### src/rtl/pfx_pkg.sv
package pfx_pkg;

  typedef struct packed {
    logic g;
    logic p;
  } gp_t;

  function automatic gp_t gp_join(gp_t hi, gp_t lo);
    gp_t r;
    r.g = hi.g | (hi.p & lo.g);
    r.p = hi.p & lo.p;
    return r;
  endfunction

  // lowest odd index that carries a first-step node at level lv
  function automatic int seed_stop(int lv);
    if (lv <= 1) return 3;
    return (1 << lv) + (1 << (lv - 1)) + 1;
  endfunction

  // highest first-step level present at odd index x
  function automatic int top_level(int x, int nlv);
    int h;
    h = 0;
    for (int l = 1; l <= nlv; l++)
      if (x >= seed_stop(l)) h = l;
    return h;
  endfunction

endpackage

### src/rtl/pfx_bitgen.sv
module pfx_bitgen
  import pfx_pkg::*;
#(
  parameter int WIDTH = 16
) (
  input  logic [WIDTH-1:0] a,
  input  logic [WIDTH-1:0] b,
  output gp_t  [WIDTH-1:0] x
);

  for (genvar i = 0; i < WIDTH; i++) begin : gen_bit
    assign x[i].g = a[i] & b[i];
    assign x[i].p = a[i] ^ b[i];

    always_comb begin
      assert_gp_exclusive_R1: assert (!(x[i].g && x[i].p))
        else $error("bit %0d has generate and propagate both set", i);
    end
  end

endmodule

### src/rtl/pfx_odd_net.sv
module pfx_odd_net
  import pfx_pkg::*;
#(
  parameter int WIDTH = 16
) (
  input  gp_t [WIDTH-1:0]   x,
  output gp_t [WIDTH/2-1:0] odd_out
);

  localparam int NLV  = (WIDTH > 1) ? $clog2(WIDTH) : 1;
  localparam int NODD = WIDTH / 2;

  logic [WIDTH-1:0] pv;
  always_comb begin
    for (int i = 0; i < WIDTH; i++) pv[i] = x[i].p;
  end

  // first seed step: level 0 holds the raw odd inputs; a missing node
  // is carried forward so the top level holds the highest node per index
  for (genvar l = 0; l <= NLV; l++) begin : gen_lv
    for (genvar k = 0; k < NODD; k++) begin : gen_k
      localparam int XI = 2 * k + 1;
      gp_t nd;
      if (l == 0) begin : g_leaf
        assign nd = x[XI];
      end else if (XI >= seed_stop(l) && l == 1) begin : g_l1
        assign nd = gp_join(gen_lv[0].gen_k[k].nd, x[XI-1]);
      end else if (XI >= seed_stop(l)) begin : g_ln
        localparam int LO_K = k - (1 << (l - 2));
        assign nd = gp_join(gen_lv[l-1].gen_k[k].nd, gen_lv[l-1].gen_k[LO_K].nd);
        always_comb begin
          assert_span_prop_R4: assert (nd.p == (&pv[XI -: (1 << l)]))
            else $error("seed node %0d/%0d span propagate wrong", XI, l);
        end
      end else begin : g_pass
        assign nd = gen_lv[l-1].gen_k[k].nd;
      end
    end
  end

  // second seed step: close each odd index down to bit 0
  for (genvar k = 0; k < NODD; k++) begin : gen_out
    localparam int XI = 2 * k + 1;
    localparam int HL = top_level(XI, NLV);
    gp_t nd;
    if (k == 0) begin : g_b1
      assign nd = gp_join(x[1], x[0]);
    end else begin : g_bn
      localparam int LO_K = (XI - (1 << HL) - 1) / 2;
      assign nd = gp_join(gen_lv[NLV].gen_k[k].nd, gen_out[LO_K].nd);
    end
    assign odd_out[k] = nd;
  end

endmodule

### src/rtl/pfx_even_fill.sv
module pfx_even_fill
  import pfx_pkg::*;
#(
  parameter int WIDTH       = 16,
  parameter bit EVEN_PAIRED = 1'b0
) (
  input  gp_t  [WIDTH-1:0]   x,
  input  gp_t  [WIDTH/2-1:0] odd_out,
  output logic [WIDTH-1:0]   carry
);

  localparam int NODD = WIDTH / 2;
  localparam int NEV  = (WIDTH + 1) / 2;

  logic [WIDTH-1:0] pv;
  logic [WIDTH-1:0] pre_p;
  always_comb begin
    for (int i = 0; i < WIDTH; i++) pv[i] = x[i].p;
    pre_p[0] = pv[0];
    for (int i = 1; i < WIDTH; i++) pre_p[i] = pre_p[i-1] & pv[i];
  end

  for (genvar k = 0; k < NODD; k++) begin : gen_odd_c
    assign carry[2*k+1] = odd_out[k].g;
    always_comb begin
      assert_odd_prop_R4: assert (odd_out[k].p == pre_p[2*k+1])
        else $error("odd output %0d group propagate wrong", 2*k+1);
    end
  end

  for (genvar e = 0; e < NEV; e++) begin : gen_ev
    localparam int XI = 2 * e;
    gp_t nd;
    if (e == 0) begin : g_b0
      assign nd = x[0];
    end else if (EVEN_PAIRED) begin : g_pair
      gp_t pair;
      assign pair = gp_join(x[XI], x[XI-1]);
      assign nd   = gp_join(pair, gen_ev[e-1].nd);
    end else begin : g_direct
      assign nd = gp_join(x[XI], odd_out[e-1]);
    end
    assign carry[XI] = nd.g;

    always_comb begin
      assert_even_prop_R5: assert (nd.p == pre_p[XI])
        else $error("even output %0d group propagate wrong", XI);
      assert_even_gen_R5: assert (!x[XI].g || nd.g)
        else $error("even output %0d lost a local generate", XI);
    end
  end

endmodule

### src/rtl/pfx_sum.sv
module pfx_sum #(
  parameter int WIDTH = 16
) (
  input  logic [WIDTH-1:0] g,
  input  logic [WIDTH-1:0] p,
  input  logic [WIDTH-1:0] carry,
  output logic [WIDTH-1:0] sum,
  output logic             cout
);

  assign sum[0] = p[0];
  for (genvar i = 1; i < WIDTH; i++) begin : gen_s
    assign sum[i] = p[i] ^ carry[i-1];

    always_comb begin
      assert_carry_chain_R3: assert (carry[i] == (g[i] | (p[i] & carry[i-1])))
        else $error("carry %0d breaks the ripple recurrence", i);
    end
  end
  assign cout = carry[WIDTH-1];

  always_comb begin
    assert_carry_base_R3: assert (carry[0] == g[0])
      else $error("carry 0 differs from g0");
  end

endmodule

### src/rtl/pfx_adder_reg.sv
module pfx_adder_reg
  import pfx_pkg::*;
#(
  parameter int WIDTH       = 16,
  parameter bit EVEN_PAIRED = 1'b0
) (
  input  logic             clk,
  input  logic             rst_n,
  input  logic [WIDTH-1:0] a,
  input  logic [WIDTH-1:0] b,
  output logic [WIDTH-1:0] sum,
  output logic             cout
);

  localparam int NODD = WIDTH / 2;

  logic [WIDTH-1:0] a_q, b_q, a_d, b_d;
  logic [WIDTH-1:0] sum_q, sum_d, sum_c;
  logic             cout_q, cout_d, cout_c;

  gp_t  [WIDTH-1:0] x;
  gp_t  [NODD-1:0]  odd_out;
  logic [WIDTH-1:0] carry;
  logic [WIDTH-1:0] gv, pv;

  // next-state
  always_comb begin
    a_d    = a;
    b_d    = b;
    sum_d  = sum_c;
    cout_d = cout_c;
  end

  // registers
  always_ff @(posedge clk or negedge rst_n) begin
    if (!rst_n) begin
      a_q    <= '0;
      b_q    <= '0;
      sum_q  <= '0;
      cout_q <= 1'b0;
    end else begin
      a_q    <= a_d;
      b_q    <= b_d;
      sum_q  <= sum_d;
      cout_q <= cout_d;
    end
  end

  pfx_bitgen #(.WIDTH(WIDTH)) u_bitgen (
    .a (a_q),
    .b (b_q),
    .x (x)
  );

  pfx_odd_net #(.WIDTH(WIDTH)) u_odd (
    .x       (x),
    .odd_out (odd_out)
  );

  pfx_even_fill #(.WIDTH(WIDTH), .EVEN_PAIRED(EVEN_PAIRED)) u_even (
    .x       (x),
    .odd_out (odd_out),
    .carry   (carry)
  );

  always_comb begin
    for (int i = 0; i < WIDTH; i++) begin
      gv[i] = x[i].g;
      pv[i] = x[i].p;
    end
  end

  pfx_sum #(.WIDTH(WIDTH)) u_sum (
    .g     (gv),
    .p     (pv),
    .carry (carry),
    .sum   (sum_c),
    .cout  (cout_c)
  );

  assign sum  = sum_q;
  assign cout = cout_q;

  always_comb begin
    assert_comb_add_R6: assert ({cout_c, sum_c} == ({1'b0, a_q} + {1'b0, b_q}))
      else $error("combinational sum differs from A+B");
  end

  assert_one_edge_R7: assert property (@(posedge clk) disable iff (!rst_n)
    1'b1 |=> ({cout_q, sum_q} == ({1'b0, $past(a_q)} + {1'b0, $past(b_q)})))
    else $error("registered result not aligned to captured operands");

endmodule

### config.mk
export PLATFORM = sky130hd
export DESIGN_NAME = pfx_adder_reg
export DESIGN_NICKNAME = d
export VERILOG_FILES = /design/src/rtl/pfx_pkg.sv /design/src/rtl/pfx_bitgen.sv /design/src/rtl/pfx_odd_net.sv /design/src/rtl/pfx_even_fill.sv /design/src/rtl/pfx_sum.sv /design/src/rtl/pfx_adder_reg.sv
export SDC_FILE = /design/constraint.sdc
export NUM_CORES = 1
export LEC_CHECK = 0
export ABC_AREA = 1
export BUFFER_PORTS_ARGS = -buffer_cell sky130_fd_sc_hd__buf_4
export CAP_MARGIN = 20
export CORE_MARGIN = 1
export CORE_UTILIZATION = 40
export DETAILED_ROUTE_END_ITERATION = 6
export GPL_TIMING_DRIVEN = 0
export PLACE_DENSITY = 0.7
export SYNTH_ARGS = -nofsm -noshare
export SYNTH_HDL_FRONTEND = slang
export SYNTH_SLANG_ARGS = --single-unit
### constraint.sdc
create_clock -name clk -period 1.9 [get_ports clk]
set_clock_uncertainty 0.05 [all_clocks]
set_input_delay 0.285 -clock clk [delete_from_list [all_inputs] [get_ports clk]]
set_output_delay 0.285 -clock clk [all_outputs]
set_load 0.03 [all_outputs]
==> results of run 1 <==
power by group through the flow:
stage | Clock (W) | Combinational, W | Sequential (W)
final | 0.000592 | 0.000545 | 0.00119
after global routing | 0.000670 | 0.000592 | 0.00120
after CTS | 0.000612 | 0.000547 | 0.00119
after detailed placement | 0 | 0.000530 | 0.00121
after global placement | 0 | 0.000512 | 0.00120
after floorplan | 0 | 0.000152 | 0.00135
layout make-up:
class,count,share of cell area (%)
sequential,49,49.0
multi-input combinational,77,26.1
timing repair buffer,55,16.6
clock buffer,6,2.90
tap,52,2.60
inverter,14,2.15
clock inverter,2,0.600
metrics by stage:
step                util [%]  cell area, um^2
finish                  56.3             2500
global route            56.3             2500
CTS                     55.9             2490
detailed placement      53.0             2350
global placement        53.0             2350
floorplan                  -             1910
worst max path at each step:
stage	from	end	slack (ns)	cells after the start
3_5_place_dp	b_q[0]	sum[15]	-0.19	10
3_3_place_gp	b_q[0]	sum[15]	-0.17	10
2_1_floorplan	b_q[0]	sum[11]	-0.05	10
5_1_grt	b_q[0]	sum[13]	-0.22	10
4_1_cts	a_q[0]	sum[15]	-0.12	10
6_report	b_q[0]	sum[13]	-0.12	10
critical path, stage by stage, from the launching register on:
cell	delay (ns)
dfrtp_1	0.38
ha_2	0.19
fa_2	0.36
nand2_2	0.09
nand2_2	0.07
nand4_1	0.09
nand2_2	0.09
nand2_2	0.07
nand2_2	0.06
fa_2	0.33
xor2_1	0.14
cells in the mapped netlist, drive strengths merged:
master	count
a21oi	8
and2	1
clkinv	2
dfrtp	49
fa	7
ha	15
inv	12
nand2	23
nand3	3
nand4	2
nor2	7
o21ai	3
or2	1
xnor2	2
xor2	5
state kept, by name, summed over array words and instances (netlist names):
signal and flops:
cout 1, a_q 16, b_q 16, sum 16
kinds of logic (layout without fill, tap and decap cells):
family                     Yosys count  in the layout  share of synthesized area, %
adders and majority gates           22             22                          17.4
DFF                                 49             49                          64.9
and+or+nand+nor                     37             37                          8.48
buffers and inverters               14             77                          2.85
AOI/OAI and AO/OA                   11             11                          3.11
xor gates and xnor gates             7              7                          3.25
routing by layer:
metal	wire length, um	part of all wire [%]
met5	0	0
met4	76	2.3
met3	158	4.8
met2	1800	55
met1	1230	38
timing repair:
| action | 4_1_cts | 5_1_grt |
|---|---|---|
| hold buffers | 1 | 0 |
| buffers inserted | 2 | 2 |
| gates cloned | 0 | 0 |
| endpoints found under the hold margin | 49 | 0 |
| resized for setup | 7 | 0 |
| pin swaps | 12 | 9 |
| setup endpoints to repair | 8 | 8 |
==> results.md, run 1 <==
- Share of cells above drive strength 1: 39.4%
- Slew margin rel.: 60.0%
- Placed cells: 242
- Tot Pwr: 0.00232 W
- Clock Path Buffers: 2
- Max Cap Viol: 0
- Switching portion of total power: 29.7%
- Clock sinks: 49
- Synthesized area per cell: 13.5 um^2
- Die height: 70.7 um
- WL/cell: 12.8 um
- Reg-to-reg slack, setup: -0.12 ns
- Register area share after synthesis: 64.9%
- Die width: 70.7 um
- Worst Slack Setup Final: -0.116 ns
- Final Hold Fails: 0
- Critical hold path startpoint: b[9]
- Maximum clock frequency: 0.496 GHz
- Via-to-Cell Ratio: 4.60
- Ports: 51
- R2R depth: 10
- Grt met3 use: 4.27%
- Hold Path Sink: b_q[9]
- Drt first-iter violations: 54
- Finished Layout Cells: 255
- Area of the multi-input gates: 653 um^2
- Min Tclk post-route: 2.02 ns
- Met1 GRT Util: 16.6%
- Worst-Margin Slew: 0.600 ns
- Vias in the first global route: 1325
- First-pass GRT wire length: 5750 um
- H-tree depth: 2
- Grt met2 use: 27.5%
- Most frequent cells in the layout: buf_4, dfrtp_1, nand2_1
- Clock power frac: 25.5%
- GRT busiest layer: met2
- Hold Path Depth: 1
- Sequential share of power: 51.1%
- Vias: 1174
- Setup CP Type: reg2reg
- Failing checks: DRC, setup timing
- CP max FO: 3
- Register area: 1230 um^2
- Final Max Tran Viols: 0
- Drt pass-1 iters: 6
- TritonCTS clock tree: built
- Overflow after GRT: 0
- Top-area cell type share of the netlist area: 64.9%
- Number of nets with antenna violations after routing: 0
- Largest net degree at the start of global routing: 50
- Unrepaired setup endpoints after global routing: true
- Synth top area cells: dfrtp_1, ha_1, fa_1, nand2_1, inv_1
- Clock buffer count from CTS: 5
- Worst min-delay path class: in2reg
- Clock transition at path regs: 0.09 ns
- CP startpoint kind: flip-flop
- Post-route clock period utilization: 106%
- Syn_nets: 196
- Worst vdd ir: 0.000478 V
- Dpl ws: -0.186 ns
- Worst Setup End Kind: flip-flop
- P&R area growth vs syn: 32.5%
- Drt total wl: 3270 um
- Cell row count: 24
- Int Power: 0.00163 W
- Commonest non-fill, non-tap cell in the layout: buf_4
- Leak Pwr: 1.24 nW
- Final Wtd Congestion: 0.758
- Core Footprint: 4440 um^2
- Reg-to-Reg Start: b_q[0]
- Initial Utilization: 42.5%
- Syn Std Cell Area: 1890 um^2
- Yosys reg bits: 49
- IO Port Bufs: 50
- Root Driver: clkbuf_8
- Post-synth top area cell: dfrtp_1
- Die area: 5000 um^2
- Post-DP HPWL: 2460 um
- Number of library cell types mapped by synthesis: 19
- Final TNS setup: -0.603 ns
- Arr. time, crit path: 2.16 ns
- Switch Pwr: 0.000691 W
- R2r endpoint: sum[13]
- Final setup vio count: 7
- WHS: 0.0356 ns
- Worst EP required: 2.04 ns
- FILL cells: 395
- Nets: 258
- Post-Syn Instances: 140
- Antenna diodes: 0
- DRC: 6
- Worst-Skew Late Latency: 0.30 ns
- Outcome: complete, but fails checks
- PD cells: 929 nW/um^2
- GRT Total Usage: 15.4%
- Combinational share of power: 23.4%
- Yosys warnings: 0
- Initial antenna violation count: 0
Power figures use the tool's default switching activity.
==> inputs of run 2 (changes only) <==
--- a/config.mk
+++ b/config.mk
@@ -12,7 +12,6 @@
 export CORE_UTILIZATION = 40
 export DETAILED_ROUTE_END_ITERATION = 6
 export GPL_TIMING_DRIVEN = 0
-export PLACE_DENSITY = 0.7
 export SYNTH_ARGS = -nofsm -noshare
 export SYNTH_HDL_FRONTEND = slang
 export SYNTH_SLANG_ARGS = --single-unit
==> constraint.sdc (replaced) <==
create_clock -name clk -period 2.3 [get_ports clk]
set_clock_uncertainty 0.05 [all_clocks]
set_input_delay 0.345 -clock clk [delete_from_list [all_inputs] [get_ports clk]]
set_output_delay 0.345 -clock clk [all_outputs]
set_load 0.03 [all_outputs]
==> run 2 against run 1 <==
  * The flow finishes with violations (DRC, hold timing)
  * Routed wire length is 5.3% lower
  * Via count shrank 2.3%
  * Largest power group unchanged
  * Critical path depth unchanged
  * Sequential power shrank 18%
  * Largest cell class unchanged
  * Sequential cell count unchanged
  * Power is 16% lower
  * Setup slack improved by 0.25 ns
  * Clock-buffer cell count is 1 higher
  * Global-route usage decreased by 1.1 points
  * First-iteration DRC count down 57%
==> results.md, run 2 (synthesis results as in run 1) <==
- CTS Hold Bufs: 0
- Worst Setup End Kind: flip-flop
- Vias in the first global route: 1213
- Nets: 253
- Arr. time, crit path: 2.29 ns
- Via-to-Cell Ratio: 4.59
- First-pass GRT wire length: 5310 um
- Drt first-iter violations: 23
- Final TNS setup: 0 ns
- Worst EP required: 2.43 ns
- Final setup vio count: 0
- Initial Utilization: 42.5%
- Worst-Margin Slew: 0.594 ns
- Crit path max-delay family: adder cells
- Reg-to-reg slack, setup: 0.14 ns
- Dpl ws: 0.0759 ns
- R2r endpoint: sum[15]
- Die height: 70.7 um
- P&R area growth vs syn: 29.1%
- Vias: 1147
- CP Launch Point: a_q[0]
- IO Port Bufs: 50
- Number of nets with antenna violations after routing: 0
- Worst vdd ir: 0.000339 V
- Worst Slack Setup Final: 0.138 ns
- Post-route clock period utilization: 94.0%
- Int Power: 0.00139 W
- Min Tclk post-route: 2.16 ns
- Cell row count: 24
- Failing checks: DRC, hold timing
- Leak Pwr: 1.23 nW
- Root Driver: clkbuf_8
- Slew margin rel.: 60.4%
- Outcome: complete, but fails checks
- Share of cells above drive strength 1: 33.3%
- Most frequent cells in the layout: buf_4, dfrtp_1, nand2_1
- Switching portion of total power: 28.3%
- WHS: -0.00426 ns
- Worst-Skew Late Latency: 0.29 ns
- Die width: 70.7 um
- Tot Pwr: 0.00194 W
- Overflow after GRT: 0
- Slowest cell on the critical path: dfrtp_1
- PD cells: 796 nW/um^2
- Clock Path Buffers: 2
- Switch Pwr: 0.000549 W
- Worst min-delay path class: in2async
- Critical-path cell list: ha_1 -> fa_2 -> nand2_2 -> nand2_2 -> nand3_2 -> nand2_2 -> nand4_1 -> nand2_1 -> fa_1 -> xor2_1
- Die area: 5000 um^2
- Setup CP Type: reg2reg
- Largest net degree at the start of global routing: 50
- Clock power frac: 27.5%
- H-tree depth: 2
- R2R depth: 10
- CP peak stage delay: 0.38 ns
- Unrepaired setup endpoints after global routing: false
- Final Wtd Congestion: 0.743
- Clock sinks: 49
- Finished Layout Cells: 250
- DRC: 6
- Drt pass-1 iters: 5
- GRT Total Usage: 14.3%
- Core Footprint: 4440 um^2
- Placed cells: 242
- Sequential share of power: 50.4%
- Combinational share of power: 22.1%
- CP startpoint kind: flip-flop
- Crit path buf inv count: 0
- Crit-path most repeated cell: nand2_2
- Initial antenna violation count: 0
- TritonCTS clock tree: built
- Clock buffer count from CTS: 5
- Antenna diodes: 0
- Clock transition at path regs: 0.08 ns
- Commonest non-fill, non-tap cell in the layout: buf_4
- Post-DP HPWL: 2380 um
- Reg-to-Reg Start: a_q[0]
- CP max FO: 5
- Final Max Tran Viols: 0
- Drt total wl: 3100 um
- Final Hold Fails: 3
- Max Cap Viol: 0
- Ports: 51
- WL/cell: 12.4 um
- Maximum clock frequency: 0.462 GHz
run 2: worst max-delay path by stage:
stage                   end  slack [ns]  cells after the start
global route        sum[15]        0.01                     10
detailed placement  sum[11]        0.08                     10
global placement    sum[11]        0.09                     10
floorplan           sum[11]        0.26                     10
CTS                 sum[15]        0.06                     10
finish              sum[15]        0.14                     10
run 2: routing by layer:
metal  up-vias  share of wire [%]  global-route usage [%]
li1        552                  -                       -
met1       562                 39                    16.4
met2        28                 54                    24.9
met3         5                5.5                    4.84
met4         0                1.1                    5.33
met5         -                  0                       0
run 2: what timing repair did:
action                                  CTS  global route
setup buffers                             0             0
gates resized for setup                   0             3
endpoints found under the setup margin    0             4
run 2: final cells by class:
class	count	area [um^2]
sequential	49	1230
inverter	14	53.8
clock inverter	1	5.00
timing repair buffer	50	375
tap	52	65.1
multi-input combinational	77	616
clock buffer	7	96.3
fill	402	2010
run 2: metrics by stage:
| step | hold slack (ns) | area (um^2) | util (%) |
|---|---|---|---|
| after floorplan | -0.000591 | 1890 | - |
| after global placement | 0.332 | 2330 | 52.4 |
| after detailed placement | 0.347 | 2330 | 52.4 |
| after CTS | 0.0198 | 2430 | 54.7 |
| after global routing | 0.0334 | 2440 | 54.8 |
| final | -0.00426 | 2440 | 54.8 |
run 2: power by group through the flow:
stage	Combinational (W)	Clock, W	Sequential, W
floorplan	0.000120	0	0.00112
global placement	0.000420	0	0.000994
detailed placement	0.000431	0	0.000997
CTS	0.000433	0.000557	0.000979
global route	0.000469	0.000600	0.000988
finish	0.000428	0.000534	0.000978
==> inputs of run 3 (changes only) <==
--- a/config.mk
+++ b/config.mk
@@ -7,11 +7,11 @@
 export LEC_CHECK = 0
 export ABC_AREA = 1
 export BUFFER_PORTS_ARGS = -buffer_cell sky130_fd_sc_hd__buf_4
-export CAP_MARGIN = 20
 export CORE_MARGIN = 1
-export CORE_UTILIZATION = 40
+export CORE_UTILIZATION = 45
 export DETAILED_ROUTE_END_ITERATION = 6
 export GPL_TIMING_DRIVEN = 0
+export PLACE_DENSITY = 0.7
 export SYNTH_ARGS = -nofsm -noshare
 export SYNTH_HDL_FRONTEND = slang
 export SYNTH_SLANG_ARGS = --single-unit
==> run 3 against run 2 <==
  * The run ends with hold timing left
  * Cell count is 0.80% lower
  * Global-route usage is 1.1 points higher
  * Sequential share of layout area is 0.29 points higher
  * First-iteration DRC count shrank 48%
  * Die area shrank 11%
==> results.md, run 3 (synthesis results as in run 1) <==
- Clock sinks: 49
- Arr. time, crit path: 2.29 ns
- Clock power frac: 25.9%
- CP Launch Point: a_q[0]
- Vias: 1146
- Final setup vio count: 0
- TritonCTS clock tree: built
- Drt first-iter violations: 12
- Overflow after GRT: 0
- Worst-Margin Slew: 0.568 ns
- CP peak stage delay: 0.39 ns
- Worst min-delay path class: in2async
- Setup CP Type: reg2reg
- Final Hold Fails: 21
- Commonest non-fill, non-tap cell in the layout: buf_4
- Drt total wl: 2950 um
- Leak Pwr: 1.22 nW
- Dpl ws: 0.0936 ns
- CP startpoint kind: flip-flop
- Unrepaired setup endpoints after global routing: false
- Slowest cell on the critical path: fa_1
- Die area: 4460 um^2
- Die height: 66.8 um
- First-pass GRT wire length: 4870 um
- FILL cells: 346
- Outcome: complete, but fails checks
- Antenna diodes: 0
- Most frequent cells in the layout: buf_4, dfrtp_1, nand2_1
- R2r endpoint: sum[13]
- Slew margin rel.: 62.1%
- Via-to-Cell Ratio: 4.62
- Setup crit end: sum[13]
- Final Wtd Congestion: 0.749
- Switching portion of total power: 29.6%
- H-tree depth: 2
- Area of the multi-input gates: 616 um^2
- Post-DP HPWL: 2350 um
- GRT Total Usage: 15.4%
- Worst Setup End Kind: flip-flop
- Maximum clock frequency: 0.465 GHz
- IO Port Bufs: 50
- Crit-path most repeated cell: nand2_1
- R2R depth: 10
- Cell row count: 23
- Max Cap Viol: 0
- P&R area growth vs syn: 28.4%
- Number of nets with antenna violations after routing: 0
- Largest net degree at the start of global routing: 50
- Nets: 253
- Switch Pwr: 0.000563 W
- Share of cells above drive strength 1: 33.3%
- Worst vdd ir: 0.000548 V
- Critical-path cell list: ha_1 -> fa_1 -> nand2_1 -> nand2_2 -> nand4_1 -> nand2_2 -> nand2_1 -> nand2_1 -> fa_1 -> xor2_1
- Failing checks: hold timing
- Int Power: 0.00134 W
- Root Driver: clkbuf_8
- CTS Hold Bufs: 0
- Worst Slack Setup Final: 0.150 ns
- Combinational share of power: 22.5%
- PD cells: 783 nW/um^2
- Sequential share of power: 51.6%
- Initial Utilization: 47.2%
- DRC: 0
- Worst EP required: 2.43 ns
- Reg-to-reg slack, setup: 0.15 ns
- Post-route clock period utilization: 93.5%
- Final Max Tran Viols: 0
- Ports: 51
- Core Footprint: 4000 um^2
- Reg-to-Reg Start: a_q[0]
- CP max FO: 3
- Min Tclk post-route: 2.15 ns
- Initial antenna violation count: 0
- Clock Path Buffers: 2
- Post-CTS Repair Setup Buffers: 0
- WL/cell: 11.9 um
- Clock buffer count from CTS: 5
- WHS: -0.00502 ns
- Drt pass-1 iters: 4
- Vias in the first global route: 1220
- Die width: 66.8 um
- Clock transition at path regs: 0.09 ns
- CTS resizes: 0
- Final TNS setup: 0 ns
- Register area: 1230 um^2
- Worst-Skew Late Latency: 0.30 ns
run 3: cell count changes in the layout (fill, tap and decap cells not counted):
cell and delta:
inv_6 +1, clkinvlp_4 +1, clkbuf_8 -2
run 3: layout make-up:
cell class | count | area share (%)
flip-flops and latches | 49 | 50.6
multi-input cells | 77 | 25.4
repair buffers | 50 | 15.5
clock buffers | 5 | 2.84
well taps | 50 | 2.58
inverters | 14 | 2.22
clock inverters | 3 | 0.878
run 3: routing by layer:
layer | part of all wire (%) | vias up | global-route usage (%)
li1 | - | 555 | -
met1 | 39 | 559 | 15.9
met2 | 55 | 28 | 28.4
met3 | 5.1 | 4 | 4.97
met4 | 1.2 | 0 | 6.38
met5 | 0 | - | 0
run 3: power groups by stage:
stage / registers, W / logic (W) / clock network [W]
after floorplan: 0.00112 / 0.000120 / 0
after global placement: 0.000993 / 0.000417 / 0
after detailed placement: 0.000998 / 0.000433 / 0
after CTS: 0.000981 / 0.000434 / 0.000506
after global routing: 0.000988 / 0.000468 / 0.000546
final: 0.000979 / 0.000428 / 0.000492
run 3: worst min-delay path by stage:
| stage | startpoint | to | slack (ns) | depth (start not counted) |
|---|---|---|---|---|
| final | rst_n | b_q[11] | -0.005 | 1 |
| after global routing | rst_n | sum[12] | 0.03 | 1 |
| after CTS | rst_n | a_q[15] | 0.01 | 1 |
| after detailed placement | rst_n | sum[10] | 0.34 | 1 |
| after global placement | rst_n | sum[14] | 0.32 | 1 |
| after floorplan | rst_n | a_q[0] | -0.0006 | 0 |
run 3: per-stage QoR:
step	cell area, um^2	utilization [%]	instances	hold WS (ns)	power, W
floorplan	1890	-	140	-0.000591	0.00124
global placement	2330	58.1	240	0.324	0.00141
detailed placement	2330	58.1	240	0.338	0.00143
CTS	2420	60.4	248	0.0123	0.00192
global route	2420	60.6	248	0.0294	0.00200
finish	2420	60.6	248	-0.00502	0.00190
run 3: worst max-delay path, delay by kind of cell (launching register included):
kind                     cells  cell delay [ns]
adder cells (fa/ha/maj)      3             0.97
AND/OR/NAND/NOR              6             0.47
XOR/XNOR                     1             0.17
flip-flops                   1             0.38
